--- src/rtl/orseq_pkg.sv ---
package orseq_pkg;

  // Strobes decided by the control, one per command kind.
  typedef struct packed {
    logic act;
    logic pre;
    logic rd;
    logic wr;
  } seqStrobe_t;

  // Pin codes ordered {cs_n, ras_n, cas_n, we_n}.
  typedef enum logic [3:0] {
    CMD_NOP = 4'b0111,
    CMD_ACT = 4'b0011,
    CMD_RD  = 4'b0101,
    CMD_WR  = 4'b0100,
    CMD_PRE = 4'b0010
  } memCmd_e;

endpackage

--- src/rtl/orseq_timer.sv ---
module orseq_timer #(
  parameter int COUNT = 3
) (
  input  logic clk,
  input  logic rst_n,
  input  logic load,
  output logic expired
);
  localparam int CW = (COUNT > 1) ? $clog2(COUNT + 1) : 1;

  logic [CW-1:0] cnt;

  // Load COUNT-1 so that a command decided COUNT cycles after the load is legal.
  always_ff @(posedge clk) begin
    if (!rst_n) begin
      cnt <= '0;
    end else if (load) begin
      cnt <= CW'(COUNT - 1);
    end else if (cnt != '0) begin
      cnt <= cnt - 1'b1;
    end
  end

  assign expired = (cnt == '0);

endmodule

--- src/rtl/orseq_ctrl.sv ---
module orseq_ctrl
  import orseq_pkg::*;
#(
  parameter int T_RCD = 3,
  parameter int T_RP  = 3,
  parameter int T_RAS = 10
) (
  input  logic       clk,
  input  logic       rst_n,
  input  logic       reqValid,
  input  logic       reqWrite,
  input  logic       rowMatch,
  output logic       reqReady,
  output seqStrobe_t strobe
);

  logic rowOpen;
  logic rcdDone;
  logic rpDone;
  logic rasDone;
  logic colOk;

  orseq_timer #(.COUNT(T_RCD)) u_rcdTimer (
    .clk(clk), .rst_n(rst_n), .load(strobe.act), .expired(rcdDone)
  );

  orseq_timer #(.COUNT(T_RAS)) u_rasTimer (
    .clk(clk), .rst_n(rst_n), .load(strobe.act), .expired(rasDone)
  );

  orseq_timer #(.COUNT(T_RP)) u_rpTimer (
    .clk(clk), .rst_n(rst_n), .load(strobe.pre), .expired(rpDone)
  );

  assign colOk    = rowOpen && rowMatch && rcdDone;
  assign reqReady = colOk;

  // One decision per cycle: column on hit, close on conflict, open when empty.
  always_comb begin
    strobe = '0;
    if (reqValid) begin
      if (colOk) begin
        strobe.rd = !reqWrite;
        strobe.wr = reqWrite;
      end else if (rowOpen && !rowMatch && rasDone) begin
        strobe.pre = 1'b1;
      end else if (!rowOpen && rpDone) begin
        strobe.act = 1'b1;
      end
    end
  end

  always_ff @(posedge clk) begin
    if (!rst_n) begin
      rowOpen <= 1'b0;
    end else if (strobe.act) begin
      rowOpen <= 1'b1;
    end else if (strobe.pre) begin
      rowOpen <= 1'b0;
    end
  end

  assert_one_strobe_R2: assert property (@(posedge clk) disable iff (!rst_n)
    $onehot0({strobe.act, strobe.pre, strobe.rd, strobe.wr}));

  assert_accept_is_column_R6: assert property (@(posedge clk) disable iff (!rst_n)
    (reqValid && reqReady) |-> (strobe.rd || strobe.wr));

  assert_act_opens_R4: assert property (@(posedge clk) disable iff (!rst_n)
    strobe.act |=> rowOpen);

  assert_pre_closes_R5: assert property (@(posedge clk) disable iff (!rst_n)
    strobe.pre |=> (!rowOpen && !reqReady));

endmodule

--- src/rtl/orseq_datapath.sv ---
module orseq_datapath
  import orseq_pkg::*;
#(
  parameter int ROW_W  = 13,
  parameter int COL_W  = 10,
  parameter int DATA_W = 16,
  parameter int ADDR_W = 13,
  parameter int CL     = 3,
  parameter int T_RCD  = 3,
  parameter int T_RP   = 3,
  parameter int T_RAS  = 10
) (
  input  logic              clk,
  input  logic              rst_n,
  input  seqStrobe_t        strobe,
  input  logic [ROW_W-1:0]  reqRow,
  input  logic [COL_W-1:0]  reqCol,
  input  logic [DATA_W-1:0] reqWdata,
  input  logic [DATA_W-1:0] memRdata,
  output logic              rowMatch,
  output logic              cmdCsN,
  output logic              cmdRasN,
  output logic              cmdCasN,
  output logic              cmdWeN,
  output logic [ADDR_W-1:0] memAddr,
  output logic [DATA_W-1:0] memWdata,
  output logic              rdValid,
  output logic [DATA_W-1:0] rdData
);

  memCmd_e           cmdQ;
  memCmd_e           cmdNext;
  logic [ADDR_W-1:0] addrNext;
  logic [ROW_W-1:0]  openRow;
  logic [CL-1:0]     tagPipe;

  always_ff @(posedge clk) begin
    if (!rst_n) begin
      openRow <= '0;
    end else if (strobe.act) begin
      openRow <= reqRow;
    end
  end

  assign rowMatch = (openRow == reqRow);

  always_comb begin
    cmdNext  = CMD_NOP;
    addrNext = '0;
    if (strobe.act) begin
      cmdNext  = CMD_ACT;
      addrNext = ADDR_W'(reqRow);
    end else if (strobe.pre) begin
      cmdNext  = CMD_PRE;
    end else if (strobe.rd) begin
      cmdNext  = CMD_RD;
      addrNext = ADDR_W'(reqCol);
    end else if (strobe.wr) begin
      cmdNext  = CMD_WR;
      addrNext = ADDR_W'(reqCol);
    end
  end

  always_ff @(posedge clk) begin
    if (!rst_n) begin
      cmdQ     <= CMD_NOP;
      memAddr  <= '0;
      memWdata <= '0;
    end else begin
      cmdQ     <= cmdNext;
      memAddr  <= addrNext;
      memWdata <= strobe.wr ? reqWdata : '0;
    end
  end

  assign {cmdCsN, cmdRasN, cmdCasN, cmdWeN} = cmdQ;

  // Read tag: entry 0 is set one cycle after the READ is on the pins.
  generate
    if (CL == 1) begin : g_tagOne
      always_ff @(posedge clk) begin
        if (!rst_n) tagPipe <= '0;
        else        tagPipe <= (cmdQ == CMD_RD);
      end
    end else begin : g_tagShift
      always_ff @(posedge clk) begin
        if (!rst_n) tagPipe <= '0;
        else        tagPipe <= {tagPipe[CL-2:0], (cmdQ == CMD_RD)};
      end
    end
  endgenerate

  assign rdValid = tagPipe[CL-1];
  assign rdData  = rdValid ? memRdata : '0;

  // Independent gap counters, measured on the pins, for the timing checks.
  localparam int LIM = (T_RAS > T_RP) ? ((T_RAS > T_RCD) ? T_RAS : T_RCD)
                                      : ((T_RP > T_RCD) ? T_RP : T_RCD);
  localparam int SW  = $clog2(LIM + 2);

  logic [SW-1:0] sinceAct;
  logic [SW-1:0] sincePre;

  always_ff @(posedge clk) begin
    if (!rst_n) begin
      sinceAct <= SW'(LIM);
      sincePre <= SW'(LIM);
    end else begin
      sinceAct <= (cmdQ == CMD_ACT) ? SW'(1) :
                  (sinceAct < SW'(LIM)) ? sinceAct + 1'b1 : sinceAct;
      sincePre <= (cmdQ == CMD_PRE) ? SW'(1) :
                  (sincePre < SW'(LIM)) ? sincePre + 1'b1 : sincePre;
    end
  end

  assert_rcd_gap_R3: assert property (@(posedge clk) disable iff (!rst_n)
    (cmdQ == CMD_RD || cmdQ == CMD_WR) |-> (sinceAct >= SW'(T_RCD)));

  assert_rp_gap_R4: assert property (@(posedge clk) disable iff (!rst_n)
    (cmdQ == CMD_ACT) |-> (sincePre >= SW'(T_RP)));

  assert_ras_gap_R5: assert property (@(posedge clk) disable iff (!rst_n)
    (cmdQ == CMD_PRE) |-> (sinceAct >= SW'(T_RAS)));

  assert_wdata_with_write_R9: assert property (@(posedge clk) disable iff (!rst_n)
    (memWdata != '0) |-> (cmdQ == CMD_WR));

endmodule

--- src/rtl/open_row_sequencer.sv ---
module open_row_sequencer
  import orseq_pkg::*;
#(
  parameter int ROW_W  = 13,
  parameter int COL_W  = 10,
  parameter int DATA_W = 16,
  parameter int CL     = 3,
  parameter int T_RCD  = 3,
  parameter int T_RP   = 3,
  parameter int T_RAS  = 10,
  localparam int ADDR_W = (ROW_W > COL_W) ? ROW_W : COL_W
) (
  input  logic              clk,
  input  logic              rst_n,
  input  logic              reqValid,
  output logic              reqReady,
  input  logic              reqWrite,
  input  logic [ROW_W-1:0]  reqRow,
  input  logic [COL_W-1:0]  reqCol,
  input  logic [DATA_W-1:0] reqWdata,
  output logic              cmdCsN,
  output logic              cmdRasN,
  output logic              cmdCasN,
  output logic              cmdWeN,
  output logic [ADDR_W-1:0] memAddr,
  output logic [DATA_W-1:0] memWdata,
  input  logic [DATA_W-1:0] memRdata,
  output logic              rdValid,
  output logic [DATA_W-1:0] rdData
);

  seqStrobe_t strobe;
  logic       rowMatch;

  orseq_ctrl #(.T_RCD(T_RCD), .T_RP(T_RP), .T_RAS(T_RAS)) u_ctrl (
    .clk      (clk),
    .rst_n    (rst_n),
    .reqValid (reqValid),
    .reqWrite (reqWrite),
    .rowMatch (rowMatch),
    .reqReady (reqReady),
    .strobe   (strobe)
  );

  orseq_datapath #(
    .ROW_W(ROW_W), .COL_W(COL_W), .DATA_W(DATA_W), .ADDR_W(ADDR_W),
    .CL(CL), .T_RCD(T_RCD), .T_RP(T_RP), .T_RAS(T_RAS)
  ) u_datapath (
    .clk      (clk),
    .rst_n    (rst_n),
    .strobe   (strobe),
    .reqRow   (reqRow),
    .reqCol   (reqCol),
    .reqWdata (reqWdata),
    .memRdata (memRdata),
    .rowMatch (rowMatch),
    .cmdCsN   (cmdCsN),
    .cmdRasN  (cmdRasN),
    .cmdCasN  (cmdCasN),
    .cmdWeN   (cmdWeN),
    .memAddr  (memAddr),
    .memWdata (memWdata),
    .rdValid  (rdValid),
    .rdData   (rdData)
  );

endmodule

--- config.mk ---
export PLATFORM = sky130hd
export DESIGN_NAME = open_row_sequencer
export DESIGN_NICKNAME = d
export VERILOG_FILES = /design/src/rtl/orseq_pkg.sv /design/src/rtl/orseq_timer.sv /design/src/rtl/orseq_ctrl.sv /design/src/rtl/orseq_datapath.sv /design/src/rtl/open_row_sequencer.sv
export SDC_FILE = /design/constraint.sdc
export NUM_CORES = 1
export LEC_CHECK = 0
export BUFFER_PORTS_ARGS = -buffer_cell sky130_fd_sc_hd__buf_2
export CAP_MARGIN = 20
export CORE_MARGIN = 8
export CORE_UTILIZATION = 47
export CTS_CLUSTER_SIZE = 20
export DETAILED_ROUTE_END_ITERATION = 8
export GPL_ROUTABILITY_DRIVEN = 0
export HOLD_SLACK_MARGIN = 0.12
export PLACE_DENSITY = 0.9
export SLEW_MARGIN = 20
export SYNTH_ARGS = -nofsm -noshare
export SYNTH_HDL_FRONTEND = slang
export SYNTH_SLANG_ARGS = --single-unit
--- constraint.sdc ---
create_clock -name clk -period 4.99 [get_ports clk]
set_clock_uncertainty 0.05 [all_clocks]
set_input_delay 0.499 -clock clk [delete_from_list [all_inputs] [get_ports clk]]
set_output_delay 0.499 -clock clk [all_outputs]
set_load 0.02 [all_outputs]
==> results.ini, run 1 <==
[route]
wl_per_cell_um = 13.97
vias = 1839
routed_wl_mm = 5.352
vias_per_cell = 4.802
dr.max_layer_used = met4
dr_wl_met3_um = 551
drt_pass1_iterations = 4
met1Wirelength_mm = 2.074
drt_iter0_drc = 75
wl_met2_mm = 2.695
detail-route-antenna-nets = 0
drc_errors = 0

[timing]
clock.fmax_ghz = 0.4112
tightestPinTransition_ns = 0.6996
final.period_utilization_pct = 48.74
setup_violations = 0
max_slew_margin_pct = 53.10
hold_viol = 0
worst_slack_ns = 2.558
fin_crit_ns = 2.432
rsz0062_at_grt = false
drv_slew = 0
fin_setup_tns_ns = 0

[clocking]
root_buffer = clkbuf_8
post_cts_resized = 0
hold_buffers = 0
post_cts_buffers = 0
htreeDepth = 3
clk_path_buf_depth = 2
clkLatencyLatePin_ns = 0.32
cts_tree = built
clkTransAtPathRegs_ns = 0.06
clkSinkCount = 57
numCtsBuffers = 9

[place]
placed_area_um2 = 2646
post-place-ws_ns = 2.210
port_buffers = 108
placed_cells = 367
dpl.hpwl_mm = 4.033

[global_route]
grt-ovfl-total = 0
grt_use_total_pct = 15.32
grt_pass1_wl_mm = 8.010
grt_start_max_net_pins = 20
antenna_found_initial = 0
grt_pass1_vias = 1766

[flow_run]
max-cap-violations = 0

[yosys]
synthArstFlopShare_pct = 0
synthesis.area_um2 = 2081
yosysSeqAreaShare_pct = 54.84
synth_top_flop_cell = dfxtp_1
netlist_instances = 215
synth_cell_type_count = 33
ys_seq_elements = 57
syn_avg_cell_area_um2 = 9.678
synth_warnings = 0
synth-edff-count = 0
syn_nets = 275

[hold_path]
hold_path_depth = 2
hold_path.class = in2reg
hold_path.startpoint = reqWdata[10]
hold_end = u_datapath.memWdata[10]

[floorplanning]
io_pins = 110
core_area_um2 = 4324
design.die.area_um2 = 6812
initial_core_util_pct = 48.12
die_w_um = 82.54
chipHeight_um = 82.54
rows = 24

[finish]
finalNetCount = 386
final_area_um2 = 2840
fillCellCount = 359
drive_gt1_share_pct = 38.67
area_growth_pct = 36.50
antenna-diode-count = 0
stdcell_count = 383

[setup_path]
r2r-end = u_datapath.memAddr[9]
cp_cell_sequence = xor2_1, nor4_1, nand4_1, nor2_1, buf_2
cp_data_arrival_time_ns = 1.88
cp.depth = 5
reg2regPathDepth = 5
rr_startpoint = u_datapath.openRow[3]
critPathLaunchType = register
critPathTopFamily = simple AND/OR/NAND/NOR gates
cp_data_required_time_ns = 4.44
r2r_slack_ns = 2.83
crit_path_end_kind = primary output
cp_slowest_cell = nor4_1
path_buf_inv = 1
cp_max_fo = 5
slowest_delay_ns = 0.35
crit_type = reg2out

[power_and_ir_drop]
power_per_cell_area_nw_per_um2 = 372.2
peakVddDrop_v = 0.0002165
p_total_mw = 1.057
leakagePower_nw = 1.446

[outcome]
status = finished, final reports clean

[state kept, by name, indices dropped and copies added, names as in the netlist]
signal / flops
u_datapath.openRow: 13
u_datapath.tagPipe: 3
u_ctrl.rowOpen: 1
u_datapath.cmdQ: 3
u_ctrl.u_rasTimer.cnt: 4
u_ctrl.u_rpTimer.cnt: 2
u_ctrl.u_rcdTimer.cnt: 2
u_datapath.memWdata: 16
u_datapath.memAddr: 13
[cell families after synthesis]
| family | Yosys count | share of synthesized area (%) |
|---|---|---|
| AO/OA/AOI/OAI | 33 | 10.04 |
| XOR/XNOR | 14 | 5.893 |
| adder cells (fa/ha/maj) | 1 | 0.6012 |
| buffers and inverters | 13 | 3.007 |
| flip-flops | 57 | 54.84 |
| other | 1 | 0.1802 |
| AND/OR/NAND/NOR | 96 | 25.44 |
[synth_stat cells (2+ instances only)]
master | count | area, um2
nor4_1 | 2 | 12.51
and3_1 | 3 | 18.77
clkbuf_1 | 5 | 18.77
a21oi_1 | 19 | 95.09
dfxtp_1 | 57 | 1141
nor3b_1 | 2 | 15.01
and2_1 | 35 | 219.0
buf_2 | 2 | 10.01
xor2_1 | 13 | 113.9
o21ai_0 | 2 | 10.01
inv_1 | 3 | 11.26
nand2_1 | 33 | 123.9
nor2_1 | 6 | 22.52
a22o_1 | 9 | 78.83
nor3_1 | 6 | 30.03
[per-stage QoR]
| step | utilization, % | hold WS (ns) |
|---|---|---|
| 2_1_floorplan | - | 0.3619 |
| 3_3_place_gp | 61.20 | 0.3662 |
| 3_5_place_dp | 61.20 | 0.3755 |
| 4_1_cts | 65.57 | 0.3130 |
| 5_1_grt | 65.68 | 0.3156 |
| 6_report | 65.68 | 0.3243 |
[cells in the final DEF, fill, tap and decap left out, types with 2 or more instances in the layout]
cell,Yosys,final
a21oi_1,19,19
a22o_1,9,9
and2_1,35,35
and3_1,3,3
buf_2,2,108
clkbuf_1,5,3
clkbuf_8,0,10
clkinv_2,0,2
dfxtp_1,57,57
inv_1,3,3
nand2_1,33,33
nor2_1,6,6
nor3_1,6,5
nor3b_1,2,2
nor4_1,2,2
o21ai_0,2,2
xor2_1,13,13
[where the power goes]
part           internal, mW  switching, mW
Clock                 0.243          0.170
Sequential            0.482         0.0158
Combinational        0.0648         0.0815
Total                 0.790          0.268
[routing by layer]
metal  vias to the layer above  GRT usage, %
met5                         -             0
met4                         0         5.172
met3                         2         5.519
met2                        70         27.02
met1                       834         16.61
li1                        933             -
[worst max-delay path by stage]
stage | startpoint | to | slack, ns
after global placement | reqRow[3] | u_datapath.memAddr[9] | 2.22
after detailed placement | reqRow[3] | u_datapath.memAddr[9] | 2.21
after CTS | u_datapath.openRow[3] | u_datapath.memAddr[9] | 2.43
after floorplan | reqRow[0] | reqReady | 2.98
after global routing | u_datapath.openRow[3] | reqReady | 2.37
final | u_datapath.openRow[3] | reqReady | 2.56
[cell type report]
| class | count | area, um2 | area share (%) |
|---|---|---|---|
| Sequential cell | 57 | 1141 | 40.18 |
| Multi-Input combinational cell | 145 | 882.1 | 31.06 |
| Clock inverter | 3 | 40.04 | 1.410 |
| Tap cell | 52 | 65.06 | 2.291 |
| Clock buffer | 13 | 148.9 | 5.242 |
| Inverter | 4 | 15.01 | 0.5286 |
| Timing Repair Buffer | 109 | 548.0 | 19.30 |
Power figures use the tool's default switching activity.
==> run 2: changes to the inputs <==
Settings changed: CORE_UTILIZATION 47 to 44, PLACE_DENSITY 0.9 to 0.85.
Clock period 4.99 ns to 2.3 ns, I/O delays scaled along.
==> results.ini, run 2 (synthesis results as in run 1) <==
[timing]
final.period_utilization_pct = 95.40
hold_viol = 0
fin_setup_tns_ns = 0
clock.fmax_ghz = 0.4557
rsz0062_at_grt = false
worst_slack_ns = 0.1058
fin_hold_ws_ns = 0.1522
setup_violations = 0
drv_slew = 0
fin_crit_ns = 2.194

[power_and_ir_drop]
switching_power_mw = 0.6300
p_int_mw = 1.896
combPwrFrac_pct = 15.2
leakagePower_nw = 1.643
swShare_pct = 24.94
p_total_mw = 2.526
pwr-share-seq_pct = 42.7
power_per_cell_area_nw_per_um2 = 763.6
peakVddDrop_v = 0.0006257
clockPowerShare_pct = 42.0

[floorplanning]
die_w_um = 84.77
rows = 25
io_pins = 110
core_area_um2 = 4629
initial_core_util_pct = 44.95
design.die.area_um2 = 7185
chipHeight_um = 84.77

[setup_path]
slowest_delay_ns = 0.54
cp_max_fo = 4
path_buf_inv = 3
r2r-end = u_datapath.memWdata[3]
crit_path_start = reqRow[10]
critPathTopFamily = buffers and inverters
cp_cell_sequence = dlygate4sd3_1, buf_2, xor2_1, nor4_2, nand4_1, nor2_1, buf_4
cp_data_required_time_ns = 2.02
rr_startpoint = u_datapath.openRow[1]
reg2regPathDepth = 7
crit_path_end_kind = primary output
r2r_slack_ns = 0.35
cp_slowest_cell = dlygate4sd3_1
critPathLaunchType = input port
cp_data_arrival_time_ns = 1.91
crit_type = in2out

[hold_path]
hold_end = u_datapath.cmdQ[2]
hold_path.class = in2reg
hold_path.startpoint = rst_n
hold_path_depth = 2

[finish]
antenna-diode-count = 0
utilization_pct = 71.46
area_growth_pct = 58.99
largest_reg_flops = 16
stdcell_count = 427
layout_common_cells = buf_2 (106), dfxtp_1 (57), dlygate4sd3_1 (39), and2_1 (35), nand2_1 (33)
drive_gt1_share_pct = 36.19
final_area_um2 = 3308
top_register = u_datapath.memWdata
top_regs = u_datapath.memWdata: 16 flops, u_datapath.memAddr: 13 flops, u_datapath.openRow: 13 flops
final_common_cell = buf_2
finalNetCount = 428

[global_route]
grt_pass1_vias = 2164
grt_use_total_pct = 18.84
grt_pass1_wl_mm = 10.67
gr-usage-met2_pct = 31.93
grt_busiest_layer = met2
use_met1_pct = 18.38
antenna_found_initial = 0
grt-ovfl-total = 0
grt_util_met3_pct = 8.976
grt_start_max_net_pins = 20

[route]
routed_wl_mm = 6.581
drc_errors = 0
drt_iter0_drc = 87
vias_per_cell = 4.920
drt_pass1_iterations = 4
wl_per_cell_um = 15.41
vias = 2101
detail-route-antenna-nets = 0

[clocking]
clkTransAtPathRegs_ns = 0.06
cts_tree = built
clkSinkCount = 57
root_buffer = clkbuf_8
numCtsBuffers = 9
clk_path_buf_depth = 2
clkLatencyLatePin_ns = 0.33
htreeDepth = 3

[place]
port_buffers = 108
placed_area_um2 = 2671
dpl.hpwl_mm = 4.248
post-place-ws_ns = 0.4791
placed_cells = 372

[flow_run]
max-cap-violations = 0

[outcome]
status = finished, final reports clean

run 2: cell type report:
type / count / area, um2
Multi-Input combinational cell: 145 / 889.6
Clock buffer: 11 / 151.4
Inverter: 4 / 15.01
Tap cell: 54 / 67.56
Fill cell: 338 / 1321
Sequential cell: 57 / 1141
Clock inverter: 5 / 77.57
Timing Repair Buffer: 151 / 965.9
run 2: how the worst max path moves through the flow:
| stage | to | cells past startpoint | slack, ns |
|---|---|---|---|
| after global routing | reqReady | 7 | 0.02 |
| after floorplan | u_datapath.memAddr[0] | 4 | 0.63 |
| after CTS | reqReady | 7 | 0.03 |
| final | reqReady | 7 | 0.11 |
| after detailed placement | u_datapath.memWdata[3] | 7 | 0.48 |
| after global placement | u_datapath.memAddr[9] | 7 | 0.50 |
run 2: timing repair:
action | in CTS | in global routing
endpoints found under the setup margin | 0 | 7
buffers inserted | 0 | 1
resized for setup | 0 | 3
hold buffers | 39 | 0
endpoints found under the hold margin | 39 | 0
run 2: layer usage:
metal / wire (um) / vias up
met2: 3237 / 96
met1: 2421 / 969
met4: 249 / 0
met5: 0 / -
li1: - / 1014
met3: 673 / 22
run 2: worst reg2reg max path, stage by stage, from the launching register on:
cell     delay, ns
dfxtp_1       0.32
xor2_1        0.17
nor4_2        0.35
nand4_1       0.22
buf_4         0.21
nor4_4        0.20
buf_4         0.22
and2_1        0.15
run 2: power groups by stage:
stage | clock network (mW) | registers, mW | logic, mW
2_1_floorplan | 0 | 1.11 | 0.188
6_report | 1.06 | 1.08 | 0.385
3_3_place_gp | 0 | 1.10 | 0.304
5_1_grt | 1.13 | 1.08 | 0.423
4_1_cts | 1.08 | 1.08 | 0.374
3_5_place_dp | 0 | 1.10 | 0.320
==> run 3: changes to the inputs <==
Settings changed: CORE_UTILIZATION 44 to 45, PLACE_DENSITY 0.85 to 0.86, SYNTH_HIERARCHICAL set to 1.
==> results.ini, run 3 <==
[yosys]
synth_most_common_cell = dfxtp_1
synth_warnings = 6
yosysSeqAreaShare_pct = 52.23
synth_common_cells = dfxtp_1 (57), and3_1 (20), and2_1 (19)
synth.area.top_cells = dfxtp_1 (52%), mux2i_1 (6.4%), and3_1 (5.7%)
synthesis.area_um2 = 2185
syn_nets = 261
synthArstFlopShare_pct = 0
syn_avg_cell_area_um2 = 10.87
ys_seq_elements = 57
synth_top_flop_cell = dfxtp_1
netlist_instances = 201
synth_area_leader_cell = dfxtp_1
yosysTopAreaCellShare_pct = 52.23
synth_cell_type_count = 36
synth-edff-count = 0

[timing]
drv_slew = 0
clock.fmax_ghz = 0.4302
hold_viol = 0
worst_slack_ns = -0.02455
final.period_utilization_pct = 101.1
setup_violations = 5
fin_crit_ns = 2.325
rsz0062_at_grt = true
fin_hold_ws_ns = 0.1369

[clocking]
clkSinkCount = 57
root_buffer = clkbuf_8
clkLatencyLatePin_ns = 0.32
clk_path_buf_depth = 2
clkTransAtPathRegs_ns = 0.06
numCtsBuffers = 9
cts_tree = built
htreeDepth = 3

[power_and_ir_drop]
p_int_mw = 1.898
power_per_cell_area_nw_per_um2 = 741.1
clockPowerShare_pct = 38.8
p_total_mw = 2.503
swShare_pct = 24.17
switching_power_mw = 0.6049
leakagePower_nw = 1.708
combPwrFrac_pct = 17.6
pwr-share-seq_pct = 43.6
peakVddDrop_v = 0.0004344

[outcome]
status = finished, violations left
violations = setup timing

[global_route]
grt_use_total_pct = 17.79
grt_pass1_wl_mm = 10.15
grt-ovfl-total = 0
grt_start_max_net_pins = 28
antenna_found_initial = 0
grt_pass1_vias = 2132

[finish]
multi_input_area_um2 = 974.7
area_growth_pct = 54.58
utilization_pct = 71.97
final_common_cell = buf_2
finalNetCount = 413
top_register = u_datapath/memWdata
fillCellCount = 335
top_regs = u_datapath/memWdata: 16 flops, u_datapath/memAddr: 13 flops, u_datapath/openRow: 13 flops
stdcell_count = 411
drive_gt1_share_pct = 41.46
antenna-diode-count = 0
layout_common_cells = buf_2 (108), dfxtp_1 (56), dlygate4sd3_1 (34), and2_1 (19), and3_1 (19)
largest_reg_flops = 16
regArea_um2 = 1142
final_area_um2 = 3377

[route]
wl_met2_mm = 3.208
vias = 2034
met1Wirelength_mm = 2.581
drt_iter0_drc = 86
drt_pass1_iterations = 4
wl_per_cell_um = 16.38
detail-route-antenna-nets = 0
routed_wl_mm = 6.732
drc_errors = 0
vias_per_cell = 4.949
dr_wl_met3_um = 851
dr.max_layer_used = met4

[place]
placed_area_um2 = 2789
dpl.hpwl_mm = 4.254
placed_cells = 358
port_buffers = 108

[setup_path]
crit_path_start = u_datapath/openRow[10]
cp_max_fo = 6
crit_type = reg2reg
r2r_slack_ns = -0.02
crit_path_end = u_datapath/memAddr[4]
rr_startpoint = u_datapath/openRow[10]
cp_data_required_time_ns = 2.52
critPathLaunchType = register
reg2regPathDepth = 10
cp_data_arrival_time_ns = 2.54
crit_path_end_kind = register
r2r-end = u_datapath/memAddr[4]

[hold_path]
hold_path.class = in2reg

[floorplanning]
die_w_um = 85.68
core_area_um2 = 4692
initial_core_util_pct = 46.56
rows = 25
chipHeight_um = 85.68
design.die.area_um2 = 7340
io_pins = 110

[flow_run]
max-cap-violations = 0

## run 3: kinds of logic (layout without fill, tap and decap cells)
kind of cell               Yosys count  after routing  share of synthesized area [%]
muxes                               14             14                          6.414
DFF                                 57             57                          52.23
xor gates and xnor gates            14             14                          5.613
AOI/OAI and AO/OA                   19             19                          6.643
and+or+nand+nor                     78             78                          24.74
other                                1              1                         0.1717
adders and majority gates            1              1                         0.5726
buffers and inverters               17            173                          3.608
## run 3: power groups by stage
stage | Clock, mW | Combinational [mW] | Sequential, mW
floorplan | 0 | 0.254 | 1.12
CTS | 0.984 | 0.430 | 1.09
detailed placement | 0 | 0.383 | 1.11
finish | 0.972 | 0.439 | 1.09
global placement | 0 | 0.373 | 1.11
global route | 1.04 | 0.481 | 1.10
## run 3: how the worst min path moves through the flow
stage | from | end | slack, ns | depth (start not counted)
2_1_floorplan | reqCol[0] | u_datapath/memAddr[0] | 0.31 | 1
3_3_place_gp | u_datapath/tagPipe[0] | u_datapath/tagPipe[1] | 0.37 | 1
3_5_place_dp | u_datapath/tagPipe[1] | u_datapath/tagPipe[2] | 0.38 | 1
4_1_cts | reqRow[0] | u_datapath/memAddr[0] | 0.12 | 2
5_1_grt | reqRow[6] | u_datapath/memAddr[6] | 0.12 | 2
6_report | reqRow[6] | u_datapath/memAddr[6] | 0.14 | 2
## run 3: worst max-delay path, stage by stage (launching register included)
cell	delay, ns
dfxtp_2	0.32
xor2_1	0.15
nor4_1	0.30
nand4_1	0.15
nor4_2	0.19
and3_4	0.23
and3b_1	0.19
nor2_2	0.05
nor4b_2	0.27
buf_4	0.21
a22o_1	0.15
## run 3: cell type report
type / count / share of cell area (%)
sequential: 57 / 33.83
multi-input combinational: 127 / 28.86
timing repair buffer: 152 / 28.31
clock buffer: 13 / 5.298
tap: 54 / 2.001
clock inverter: 2 / 1.037
inverter: 6 / 0.6669
## run 3: stage by stage
stage	setup WS, ns	TNS, ns
final	-0.02455	-0.06594
after CTS	-0.008007	-0.008007
after floorplan	0.008872	0
after global routing	-0.1006	-0.9316
after global placement	-0.02719	-0.2627
after detailed placement	-0.09800	-0.9574
## run 3: repair_timing
item | in CTS | in global routing
buffers inserted | 1 | 2
hold endpoints to repair | 26 | 1
hold buffers | 33 | 1
endpoints found under the setup margin | 12 | 11
cloned | 1 | 0
gates resized for setup | 3 | 2
pin swaps | 2 | 3
## run 3: routing by layer
layer	vias to the layer above	global-route usage [%]
met5	-	0
met3	11	9.742
li1	992	-
met4	0	8.917
met1	931	17.49
met2	100	29.69
